### src/rtl/scl_phase_gen.sv
module scl_phase_gen #(
  parameter int FIELD_W = 16,
  parameter int SCALE_LOG2 = 3
) (
  input  logic               clk,
  input  logic               rst_n,
  input  logic               enable,
  input  logic               active,
  input  logic [2*FIELD_W-1:0] div_cfg,
  output logic               scl_out,
  output logic               fall_stb,
  output logic               rise_stb,
  output logic               mid_low_stb,
  output logic               mid_high_stb
);
  localparam int CW = FIELD_W + SCALE_LOG2;

  logic                 run, running, scl_q;
  logic [2*FIELD_W-1:0] cfg_q;
  logic [CW-1:0]        cnt;
  logic [FIELD_W-1:0]   lo_div, hi_div;
  logic [CW-1:0]        lo_last, hi_last, lo_mid, hi_mid;

  assign run     = enable & active;
  assign lo_div  = cfg_q[FIELD_W-1:0];
  assign hi_div  = cfg_q[2*FIELD_W-1:FIELD_W];
  assign lo_last = {lo_div, {SCALE_LOG2{1'b1}}};
  assign hi_last = {hi_div, {SCALE_LOG2{1'b1}}};
  assign lo_mid  = {1'b0, lo_div, {(SCALE_LOG2-1){1'b1}}};
  assign hi_mid  = {1'b0, hi_div, {(SCALE_LOG2-1){1'b1}}};

  always_ff @(posedge clk or negedge rst_n) begin
    if (!rst_n) begin
      cfg_q <= '0;
    end else if (!run) begin
      cfg_q <= div_cfg;
    end
  end

  always_ff @(posedge clk or negedge rst_n) begin
    if (!rst_n) begin
      running <= 1'b0;
      scl_q   <= 1'b1;
      cnt     <= '0;
    end else if (!run) begin
      running <= 1'b0;
      scl_q   <= 1'b1;
      cnt     <= '0;
    end else if (!running) begin
      running <= 1'b1;
      scl_q   <= 1'b0;
      cnt     <= lo_last;
    end else if (cnt == '0) begin
      scl_q <= ~scl_q;
      cnt   <= scl_q ? lo_last : hi_last;
    end else begin
      cnt <= cnt - 1'b1;
    end
  end

  assign scl_out      = scl_q;
  assign fall_stb     = running & ~scl_q & (cnt == lo_last);
  assign rise_stb     = running &  scl_q & (cnt == hi_last);
  assign mid_low_stb  = running & ~scl_q & (cnt == lo_mid);
  assign mid_high_stb = running &  scl_q & (cnt == hi_mid);


  idle_high_chk: assert property (@(posedge clk) disable iff (!rst_n)
    !(enable && active) |=> scl_out);


  strobe_excl_chk: assert property (@(posedge clk) disable iff (!rst_n)
    $onehot0({fall_stb, rise_stb, mid_low_stb, mid_high_stb}));


  fall_marks_chk: assert property (@(posedge clk) disable iff (!rst_n)
    $fell(scl_out) |-> fall_stb);


  rise_marks_chk: assert property (@(posedge clk) disable iff (!rst_n)
    ($rose(scl_out) && $past(enable && active)) |-> rise_stb);


  edge_level_chk: assert property (@(posedge clk) disable iff (!rst_n)
    (fall_stb |-> !scl_out) and (rise_stb |-> scl_out));


  cfg_frozen_chk: assert property (@(posedge clk) disable iff (!rst_n)
    (running && $past(running)) |-> $stable(cfg_q));
endmodule

### config.mk
export PLATFORM = sky130hd
export DESIGN_NAME = scl_phase_gen
export DESIGN_NICKNAME = d
export VERILOG_FILES = /design/src/rtl/scl_phase_gen.sv
export SDC_FILE = /design/constraint.sdc
export NUM_CORES = 1
export LEC_CHECK = 0
export ABC_AREA = 0
export BUFFER_PORTS_ARGS = -buffer_cell sky130_fd_sc_hd__buf_2
export CORE_MARGIN = 10
export CORE_UTILIZATION = 30
export CTS_CLUSTER_SIZE = 8
export DETAILED_ROUTE_END_ITERATION = 7
export GPL_TIMING_DRIVEN = 1
export PLACE_DENSITY_LB_ADDON = 0.3
export REMOVE_ABC_BUFFERS = 1
export SLEW_MARGIN = 5
export SYNTH_ARGS = -nofsm -noshare
export SYNTH_HDL_FRONTEND = slang
export SYNTH_SLANG_ARGS = --single-unit
### constraint.sdc
create_clock -name clk -period 2.4 [get_ports clk]
set_clock_uncertainty 0.1 [all_clocks]
set_input_delay 0 -clock clk [delete_from_list [all_inputs] [get_ports clk]]
set_output_delay 0 -clock clk [all_outputs]
set_load 0.005 [all_outputs]
Word-level counts from Yosys, hierarchy flattened
Index checks and enable logic that the tools add are counted.
{"block": "op_classes", "addsub": 1, "n_eq_ne": 5, "muxes": 8, "bitwise": 8, "n_reduce_logical": 1}
{"cell": "two-way mux 19 bit", "count": 4}
{"cell": "== test 19 x 18 -> 1 bit", "count": 2}
{"cell": "== test 19 bit", "count": 2}
{"cell": "zero test 19 bit", "count": 1}
{"cell": "subtractor 19 x 1 -> 19 bit, second input constant", "count": 1}
{"cell": "bitwise AND 1 bit", "count": 7}
{"cell": "two-way mux 1 bit", "count": 4}
{"cell": "!= test 3 x 2 -> 1 bit, second input constant", "count": 1}
{"cell": "inverter 1 bit", "count": 1}
{"block": "word_totals", "ff_bits": 53, "word_cells": 27}

Longest topological paths before layout
Gate-level depths: netlist (run 1).
{"block": "depth", "depth_word": 4, "depth_mapped": 7}

Worst setup path before layout (run 1)
OpenSTA, ideal clock, no wires.
{"block": "synth_timing", "path_kind": "register to register", "start": "reg cnt[0]", "end": "reg cnt[16]", "arrival_ns": 1.873, "path_slack_ns": 0.360, "path_stages_with_launch": 8, "path_cell_list": "dfrtp_1 inv_1 ha_1 or4b_1 o31ai_1 a21oi_1 a2111oi_0 a221o_1"}
{"block": "synth_between", "elab_chain_cells": 4, "word_cells_on_any_way": 5, "classes_between": "1 x add/sub; 3 x mux; 1 x reduce/logical"}
{"item": "start: declaration", "line": "20", "source": "logic [CW-1:0] cnt;"}
{"item": "start signal: assignment", "line": "52", "source": "cnt <= lo_last;"}
{"item": "start signal: assignment", "line": "55", "source": "cnt <= scl_q ? lo_last : hi_last;"}
{"item": "start signal: assignment", "line": "57", "source": "cnt <= cnt - 1'b1;"}
{"item": "subtractor 19 x 1 -> 19 bit / zero test 19 bit (equally long branches)", "line": "57, 53"}
{"item": "two-way mux 19 bit *", "line": "53", "source": "end else if (cnt == '0) begin"}
{"item": "two-way mux 19 bit *", "line": "49", "source": "end else if (!running) begin"}
{"item": "two-way mux 19 bit *", "line": "45", "source": "end else if (!run) begin"}
Mark *: on every way between the ends. The rest lies on a longest branch, timed or not.
A chain may end at the register's enable or synchronous reset.

Worst setup path in the final report (run 1)
{"block": "layout_timing", "start": "reg cnt[3]", "end": "out mid_low_stb"}
{"block": "layout_between", "elab_chain_cells": 2}
{"item": "== test 19 x 18 -> 1 bit", "line": "64", "source": "assign mid_low_stb = running & ~scl_q & (cnt == lo_mid);"}
{"item": "bitwise AND 1 bit", "line": "64"}
{"item": "end: declaration", "line": "13", "source": "output logic mid_low_stb,"}
No other way between the ends.

==> impl_results.md, run 1 <==
* Global-route wire length before repair at 17,500 µm
* DR WL/cell at 17.3 µm
* Total number of clock tree sinks at 53
* Synth Register Bits at 53
* Vias per cell at 4.92
* Leak Pwr at 2.08 nW
* Worst slew margin relative to its limit at 61.2%
* Sequential-to-total area share from yosys stat at 36.7%
* Number of endpoints with negative hold slack in the final report at 0
* Floorplan Core Area at 11,900 µm²
* DRC at 0
* Number of failing setup endpoints in the final timing report at 0
* EDFF count, synth at 0
* Post-Synthesis Mean Instance Area at 8.67 µm²
* Initial antenna violation count at 0
* Commonest cells in the netlist: nand2_1 (120), dfrtp_1 (52), xnor2_1 (47), xor2_1 (31)
* Number of inserted filler cells in the final layout at 1,216
* Effective utilization at floorplan at 30.3%
* Via count of the first global-routing pass at 3,114
* Share of final-layout standard cells stronger than drive strength 1 at 17.4%
* Die area at 16,800 µm²
* Hold Path Class: in -> reg
* Most used DFF post-synth: dfrtp_1
* Worst-path clk slew at 0.07 ns
* Worst hold slack across all endpoints at 0.0966 ns
* Largest net degree at the start of global routing at 40
* Last weighted congestion value of the routability-driven placer at 0.960
* Number of instances in the synthesized netlist at 417
* First-pass iteration count of the detailed router at 4
* Worst-case clock buffer depth at 2
* CP endpoint kind: output port
* Total routing usage reported by global routing at 13.3%
* Max-cap violations at 0
* Worst setup SP type: flip-flop
* GRT met1 Usage at 17.7%
* Number of buffers inserted during clock tree synthesis at 5
* Clock insertion delay at the later pin of the skew report at 0.30 ns
* Final net count at 532
* Slew Limit Fails at 0
* Result of the run: completed
* Post-Route WL at 11,100 µm
* HPWL after DPL at 8200 µm
* Maximum clock frequency at 450 MHz
* Synth area leader: dfrtp_1
* Maximum resistive drop on vdd at 255 µV
* Fin crit period at 2.22 ns
* Tcrit/Tclk final at 92.7%
* Area added between synthesis and finish at 24.4%
* Data required time at the worst endpoint at 2.30 ns
* Cell types occupying the most area after synthesis: dfrtp_1 (36%), nand2_1 (12%), xnor2_1 (11%), xor2_1 (7.5%), mux2i_1 (3.3%)
* Overall die height at 130 µm
* Layer with the highest usage: met2
* Die width at 130 µm
* Area share of the largest cell type after synthesis at 36.0%
* Largest driver fanout on the critical path at 10
* Area after DPL at 4010 µm²
* Number of diodes at 0
* Port Buffer Count at 40
* Setup repair after global routing missed its margin: false
* Final total negative setup slack at 0 ns
* # H-tree levels at 2
* Clock root buffer: clkbuf_16
* Total non-filler cell area in the finished layout at 4500 µm²
* Share of async-settable or async-resettable flops after synthesis at 100%
* Power density cells at 552 nW/µm²
* Most common cell in the synthesized netlist: nand2_1
* Clock tree from TritonCTS: yes
* Routed via count at 3,155
* Global-route track usage on met3 at 2.07%
* Setup Fix Bufs, Post-CTS at 0
* Number of design-rule violations left by the first detailed-router iteration at 173
* Arrival @ worst endpoint at 2.12 ns
* WS Path Type: reg -> out
* Remaining number of nets flagged by the antenna check after routing at 0
* Boundary Pins at 41
* Row count at 40
* Gr ovfl total at 0
* Transition at the pin with the smallest max-transition slack at 0.582 ns
* Post-Synthesis Cell Area at 3610 µm²
* Number of synthesis warnings at 0
* Yosys cell types at 49
* Global routing met2 resource utilization at 21.4%
[worst max-delay path, stage by stage, from the launching register on]
cell and delay, ns:
dfrtp_1 0.53, xor2_1 0.23, nor4_1 0.41, nand4_1 0.15
nor4_1 0.33, buf_2 0.18
[cell families after synthesis]
group	after synthesis	share of synthesized area, %
xor+xnor	78	18.9
compound gates	38	7.51
fa+ha+maj	3	1.04
flops	53	36.7
simple gates	197	26.3
buf+inv	34	5.54
mux	14	3.95
[flip-flops by register name, summed over array words and instances, names as in the netlist]
register	flops
running	1
scl_out	1
cnt	19
cfg_q	32
[routing by layer]
layer	vias to the layer above	share of wire, %
met1	1519	48
li1	1561	-
met3	11	3.7
met2	64	47
met5	-	0
met4	0	1.9
[path summary, 6_finish.rpt]
kind	from	end	slack (ns)	cells past startpoint
worst min register to register	cfg_q[22]	cfg_q[22]	0.47	2
min in group asynchronous	rst_n	cnt[13]	0.14	2
worst min-delay path	active	cnt[1]	0.1	3
worst max register to register	cnt[0]	cnt[16]	0.19	7
max in group asynchronous	rst_n	cfg_q[4]	1.30	3
worst max-delay path	cnt[3]	mid_low_stb	0.18	5
[cell usage in the layout, fill, tap and decap left out, drive strengths merged, types with 5 or more instances in the layout]
cell and instances:
a21oi 9, a22oi 5, a32o 5, buf 66
clkbuf 5, dfrtp 52, dlygate4sd3 33, mux2i 12
nand2 120, nand2b 5, nand3 10, nand4 14
nor2 13, nor3 8, nor4 15, xnor2 47
xor2 31
[repair_timing]
action                     CTS  global route
setup endpoints to repair    0             2
hold buffers                33             0
gates resized for setup      0             3
hold endpoints to repair    54             0
[report_power, final]
group / internal (mW) / leakage (nW) / switching, mW / total (mW)
Combinational: 0.321 / 1.35 / 0.341 / 0.663
Clock: 0.384 / 0.0696 / 0.345 / 0.729
Sequential: 0.958 / 0.662 / 0.131 / 1.09
[stage by stage]
step                instances  setup WS (ns)  power [mW]  utilization, %
global route              641         0.0491        2.61            37.8
floorplan                 387        -0.0736        1.47               -
detailed placement        600          0.155        1.72            33.7
finish                    641          0.175        2.48            37.8
CTS                       641         0.0681        2.49            37.6
global placement          600          0.273        1.72            33.7
[cell type report]
class / instances / area (µm²) / share of cell area (%)
clock buffers: 5 / 125 / 2.78
repair buffers: 99 / 726 / 16.1
flip-flops and latches: 53 / 1330 / 29.5
clock inverters: 3 / 17.5 / 0.390
multi-input cells: 330 / 2100 / 46.7
well taps: 147 / 184 / 4.09
inverters: 4 / 15.0 / 0.334
(Power assumes the default switching activity.)
==> inputs of run 2 (changes only) <==
--- a/config.mk
+++ b/config.mk
@@ -9,9 +9,9 @@
 export BUFFER_PORTS_ARGS = -buffer_cell sky130_fd_sc_hd__buf_2
 export CORE_MARGIN = 10
 export CORE_UTILIZATION = 30
+export CTS_BUF_LIST = sky130_fd_sc_hd__clkbuf_8
 export CTS_CLUSTER_SIZE = 8
 export DETAILED_ROUTE_END_ITERATION = 7
-export GPL_TIMING_DRIVEN = 1
 export PLACE_DENSITY_LB_ADDON = 0.3
 export REMOVE_ABC_BUFFERS = 1
 export SLEW_MARGIN = 5
==> impl_results.md, run 2 (same netlist as run 1, synthesis figures left out) <==
* Effective utilization at floorplan at 30.3% (unchanged)
* Post-Route WL at 11,100 µm (about the same)
* Setup repair after global routing missed its margin: false
* Hold Path Class: in -> reg
* Number of endpoints with negative hold slack in the final report at 0 (unchanged)
* Largest register by flop count: cfg_q
* Slew Limit Fails at 0 (unchanged)
* Min-Delay Path Depth at 3 (unchanged)
* Number of inserted filler cells in the final layout at 1,225 (+0.74%)
* Max-cap violations at 0 (unchanged)
* DR WL/cell at 17.3 µm (about the same)
* Number of buffers inserted during clock tree synthesis at 5 (unchanged)
* Transition at the pin with the smallest max-transition slack at 0.602 ns (+0.0208 ns)
* NetSw at 0.794 mW (-2.9%)
* # H-tree levels at 2 (unchanged)
* Final net count at 532 (unchanged)
* Power density cells at 512 nW/µm² (-7.1%)
* Floorplan Core Area at 11,900 µm² (unchanged)
* Part of the power in combinational logic at 29.1% (+2.4 points)
* Maximum clock frequency at 435 MHz (-3.3%)
* Worst hold slack across all endpoints at 0.0543 ns (-0.0423 ns)
* Total area of multi-input combinational cells at 2100 µm² (unchanged)
* Number of diodes at 0 (unchanged)
* Clock Power Share at 23.1% (-6.3 points)
* Number of flip-flops under the largest register name at 32 (unchanged)
* Total routing usage reported by global routing at 13.3% (-0.060 points)
* Leading cell types in the layout, fill and taps excluded: nand2_1 (120), dfrtp_1 (52), xnor2_1 (47), buf_2 (40), dlygate4sd3_1 (33)
* Largest driver fanout on the critical path at 10 (unchanged)
* Worst slew margin relative to its limit at 59.8% (-1.4 points)
* Routed via count at 3,163 (+0.25%)
* Overall die height at 130 µm (unchanged)
* Clock root buffer: clkbuf_8
* Largest net degree at the start of global routing at 40 (unchanged)
* Registers with the most flip-flops: cfg_q (32), cnt (19)
* Worst-case clock buffer depth at 2 (unchanged)
* Port Buffer Count at 40 (unchanged)
* Remaining number of nets flagged by the antenna check after routing at 0 (unchanged)
* Number of failing setup endpoints in the final timing report at 0 (unchanged)
* Arrival @ worst endpoint at 2.20 ns (+0.08 ns)
* Global-route wire length before repair at 17,500 µm (about the same)
* Maximum resistive drop on vdd at 241 µV (-5.2%)
* Vias per cell at 4.93 (+0.25%)
* Initial antenna violation count at 0 (unchanged)
* HPWL after DPL at 8200 µm (unchanged)
* Gr ovfl total at 0 (unchanged)
* Number of design-rule violations left by the first detailed-router iteration at 198 (+14%)
* Via count of the first global-routing pass at 3,127 (+0.42%)
* Length in cells of the worst reg-to-reg path at 7 (unchanged)
* Worst-path clk slew at 0.10 ns (+0.03 ns)
* Internal power of the cells at 1.48 mW (-11%)
* Leak Pwr at 2.05 nW (-1.2%)
* First-pass iteration count of the detailed router at 4 (unchanged)
* DRC at 0 (unchanged)
* Area added between synthesis and finish at 22.8%
* Final total negative setup slack at 0 ns (unchanged)
* Die width at 130 µm (unchanged)
* Sequential cell area in the final layout at 1330 µm² (unchanged)
* WS Path Type: reg -> out
* Row count at 40 (unchanged)
* Worst setup SP type: flip-flop
* Boundary Pins at 41 (unchanged)
* Die area at 16,800 µm² (unchanged)
* Share of final-layout standard cells stronger than drive strength 1 at 17.4% (unchanged)
* Switching share of power at 34.9% (+1.9 points)
* Result of the run: completed
* Inst Count DP at 600 (unchanged)
* Total number of clock tree sinks at 53 (unchanged)
* Clock tree from TritonCTS: yes
* Last weighted congestion value of the routability-driven placer at 0.960 (unchanged)
* Final total power at 2.27 mW (-8.3%)
* Fin crit period at 2.30 ns (+0.0765 ns)
* Leading cell type in the layout, fill and taps excluded: nand2_1
* Clock insertion delay at the later pin of the skew report at 0.33 ns (+0.03 ns)
* Non-Filler Instances at 641 (unchanged)
* Sequential share of power at 47.8% (+3.9 points)
* Tcrit/Tclk final at 95.9% (+3.2 points)
* CP endpoint kind: output port
* Data required time at the worst endpoint at 2.30 ns (about the same)
run 2: cell counts in the layout (fill, tap and decap cells not counted):
No cell type changed its count.
run 2: metrics by stage:
step | setup slack (ns) | cell area, µm² | utilization (%)
after CTS | 0.0317 | 4430 | 37.2
after global routing | 0.0103 | 4440 | 37.3
after detailed placement | 0.155 | 4010 | 33.7
after floorplan | -0.0736 | 3430 | -
final | 0.0990 | 4440 | 37.3
after global placement | 0.273 | 4010 | 33.7
run 2: critical path, cell delays in order, from the launching register on:
cell and delay, ns:
dfrtp_1 0.54, xor2_1 0.23, nor4_1 0.45, nand4_1 0.15
nor4_1 0.32, buf_2 0.18
run 2: final cells by class:
type                       instances  area share [%]
multi-input combinational        330            47.3
sequential                        53            29.9
timing repair buffer              99            16.3
tap                              147            4.14
clock buffer                       5            1.55
clock inverter                     3           0.394
inverter                           4           0.338
run 2: final timing paths:
path	slack, ns	endpoint	from
worst max register to register	0.17	cnt[16]	cnt[0]
min in group asynchronous	0.11	cnt[13]	rst_n
worst max-delay path	0.1	mid_low_stb	cnt[3]
worst min register to register	0.47	cfg_q[22]	cfg_q[22]
worst min-delay path	0.05	cnt[1]	active
max in group asynchronous	1.33	cnt[5]	rst_n
run 2: per-layer routing:
metal  global-route usage, %  share of wire, %
met1                    17.8                47
met2                    21.4                47
met3                    1.87               4.1
met4                    4.23               1.4
met5                       0                 0
run 2: timing repair:
| action | CTS | global route |
|---|---|---|
| endpoints found under the hold margin | 55 | 0 |
| setup buffers | 0 | 0 |
| gates resized for setup | 0 | 3 |
| hold buffers | 33 | 0 |
| endpoints found under the setup margin | 0 | 2 |
run 2: power by group through the flow:
stage	Clock [mW]	Combinational, mW	Sequential [mW]
final	0.525	0.662	1.09
after CTS	0.542	0.662	1.09
after global placement	0	0.619	1.10
after floorplan	0	0.386	1.08
after global routing	0.572	0.730	1.10
after detailed placement	0	0.617	1.11
==> inputs of run 3 (changes only) <==
--- a/config.mk
+++ b/config.mk
@@ -10,10 +10,10 @@
 export CORE_MARGIN = 10
 export CORE_UTILIZATION = 30
 export CTS_BUF_LIST = sky130_fd_sc_hd__clkbuf_8
+export CTS_CLUSTER_DIAMETER = 100
 export CTS_CLUSTER_SIZE = 8
 export DETAILED_ROUTE_END_ITERATION = 7
-export PLACE_DENSITY_LB_ADDON = 0.3
-export REMOVE_ABC_BUFFERS = 1
+export PLACE_DENSITY = 0.53
 export SLEW_MARGIN = 5
 export SYNTH_ARGS = -nofsm -noshare
 export SYNTH_HDL_FRONTEND = slang
==> impl_results.md, run 3 (same netlist as run 1, synthesis figures left out) <==
* Result of the run: completed
* Critical register-to-register path endpoint: cnt[16]
* Vias per cell at 4.97 (+0.73%)
* Setup Fix Bufs, Post-CTS at 0 (unchanged)
* Gr ovfl total at 0 (unchanged)
* Setup WS post-layout at 0.113 ns (+0.0142 ns)
* Hold Path Class: in -> reg
* Total non-filler cell area in the finished layout at 4480 µm² (+0.82%)
* # H-tree levels at 2 (unchanged)
* Last weighted congestion value of the routability-driven placer at 0.919 (-4.2%)
* Die width at 130 µm (unchanged)
* Length in cells of the worst reg-to-reg path at 7 (unchanged)
* DR WL/cell at 17.1 µm (-1.2%)
* Largest register by flop count: cfg_q
* Worst setup SP type: flip-flop
* Worst slew margin relative to its limit at 38.9% (-21 points)
* Registers with the most flip-flops: cfg_q (32), cnt (19)
* Max-cap violations at 0 (unchanged)
* Largest net degree at the start of global routing at 45 (+13%)
* Total number of clock tree sinks at 53 (unchanged)
* Worst hold slack across all endpoints at 0.148 ns (+0.0935 ns)
* Leak Pwr at 2.06 nW (+0.33%)
* Total routing usage reported by global routing at 13.7% (+0.43 points)
* Area after DPL at 4010 µm² (about the same)
* WS Path Type: reg -> out
* Fin crit period at 2.29 ns (-0.0142 ns)
* Routed via count at 3,176 (+0.41%)
* Launch instance of the worst register-to-register path: cnt[0]
* First-pass iteration count of the detailed router at 5 (+1)
* Number of buffers inserted during clock tree synthesis at 5 (unchanged)
* Util after Layout at 37.6% (+0.30 points)
* Share of final-layout standard cells stronger than drive strength 1 at 17.3% (-0.13 points)
* Beginning of the worst hold path: active
* Clock root buffer: clkbuf_8
* Number of endpoints with negative hold slack in the final report at 0 (unchanged)
* Clock Power Share at 26.7% (+3.6 points)
* Tcrit/Tclk final at 95.3% (-0.59 points)
* CP endpoint kind: output port
* Port Buffer Count at 40 (unchanged)
* Final total negative setup slack at 0 ns (unchanged)
* Syn Nets at 456
* Final net count at 530 (-0.38%)
* Number of failing setup endpoints in the final timing report at 0 (unchanged)
* Min-Delay Path Depth at 5 (+2)
* DRC at 0 (unchanged)
* Destination of the worst hold path: cfg_q[19]
* Part of the power in combinational logic at 27.7% (-1.4 points)
* Remaining number of nets flagged by the antenna check after routing at 0 (unchanged)
* Internal power of the cells at 1.59 mW (+7.4%)
* Leading cell types in the layout, fill and taps excluded: nand2_1 (120), dfrtp_1 (52), xnor2_1 (47), buf_2 (40), dlygate4sd3_1 (33)
* Number of flip-flops under the largest register name at 32 (unchanged)
* Power density cells at 533 nW/µm² (+4.0%)
* Die area at 16,800 µm² (unchanged)
* Largest driver fanout on the critical path at 5 (-5)
* Boundary Pins at 41 (unchanged)
* Leading cell type in the layout, fill and taps excluded: nand2_1
* Arrival @ worst endpoint at 2.19 ns (about the same)
* Maximum resistive drop on vdd at 293 µV (+22%)
* Setup repair after global routing missed its margin: false
* Switching share of power at 33.3% (-1.6 points)
* Via count of the first global-routing pass at 3,347 (+7.0%)
* Sequential share of power at 45.6% (-2.2 points)
* Row count at 40 (unchanged)
* Data required time at the worst endpoint at 2.30 ns (about the same)
* Worst setup slack after placement at 0.137 ns (-0.0174 ns)
* Worst-case clock buffer depth at 2 (unchanged)
* Maximum clock frequency at 437 MHz (+0.62%)
* Global-route wire length before repair at 18,200 µm (+4.0%)
* Post-Route WL at 10,900 µm (-1.5%)
* HPWL after DPL at 8230 µm (+0.39%)
* Worst-path clk slew at 0.10 ns (about the same)
* Initial antenna violation count at 0 (unchanged)
* Transition at the pin with the smallest max-transition slack at 0.917 ns (+0.315 ns)
* Number of design-rule violations left by the first detailed-router iteration at 266 (+34%)
* Clock tree from TritonCTS: yes
* Effective utilization at floorplan at 30.3% (unchanged)
* Clock insertion delay at the later pin of the skew report at 0.33 ns (about the same)
* Overall die height at 130 µm (unchanged)
* NetSw at 0.795 mW (+0.23%)
* Area added between synthesis and finish at 23.8%
* Floorplan Core Area at 11,900 µm² (unchanged)
* Number of diodes at 0 (unchanged)
* Slew Limit Fails at 0 (unchanged)
* Register-to-register setup slack at 0.14 ns (-0.03 ns)
run 3: worst max path at each step:
stage | start | endpoint | slack, ns | cells past startpoint
2_1_floorplan | cnt[0] | cnt[16] | 0.36 | 7
3_3_place_gp | cnt[0] | cnt[16] | 0.27 | 7
3_5_place_dp | cnt[0] | cnt[16] | 0.14 | 7
4_1_cts | cnt[8] | mid_low_stb | 0.02 | 6
5_1_grt | cnt[0] | cnt[16] | 0.006 | 7
6_report | cnt[8] | mid_low_stb | 0.11 | 6
run 3: critical path, stage by stage, from the launching register on:
cell	delay, ns
dfrtp_1	0.45
buf_4	0.20
xor2_1	0.16
nor4_1	0.41
nand4_1	0.17
nor4_2	0.31
buf_2	0.17
run 3: routing by layer:
metal	GRT usage, %	part of all wire (%)	vias to the layer above	wire length [µm]
li1	-	-	1553	-
met3	1.58	3.2	10	353
met5	0	0	-	0
met2	22.3	49	71	5320
met1	18.2	46	1542	5000
met4	5.22	2.1	0	229
run 3: cell type report:
| type | count | area (µm²) |
|---|---|---|
| Clock inverter | 3 | 46.3 |
| Sequential cell | 53 | 1330 |
| Clock buffer | 5 | 68.8 |
| Fill cell | 1228 | 7430 |
| Tap cell | 147 | 184 |
| Multi-Input combinational cell | 330 | 2110 |
| Inverter | 4 | 15.0 |
| Timing Repair Buffer | 97 | 723 |
run 3: per-stage QoR:
step                      power, mW  cells
after floorplan                1.50    417
after global placement         1.71    598
after detailed placement       1.72    598
after CTS                      2.40    639
after global routing           2.52    639
final                          2.39    639
run 3: what timing repair did:
action	in CTS	in global routing
hold buffers	33	0
resized for setup	0	4
setup endpoints to repair	0	3
hold endpoints to repair	69	0
run 3: power by group through the flow:
stage	clock, mW	combinational [mW]	sequential (mW)
floorplan	0	0.466	1.04
global placement	0	0.609	1.10
detailed placement	0	0.615	1.10
CTS	0.657	0.659	1.09
global route	0.689	0.731	1.10
finish	0.636	0.662	1.09
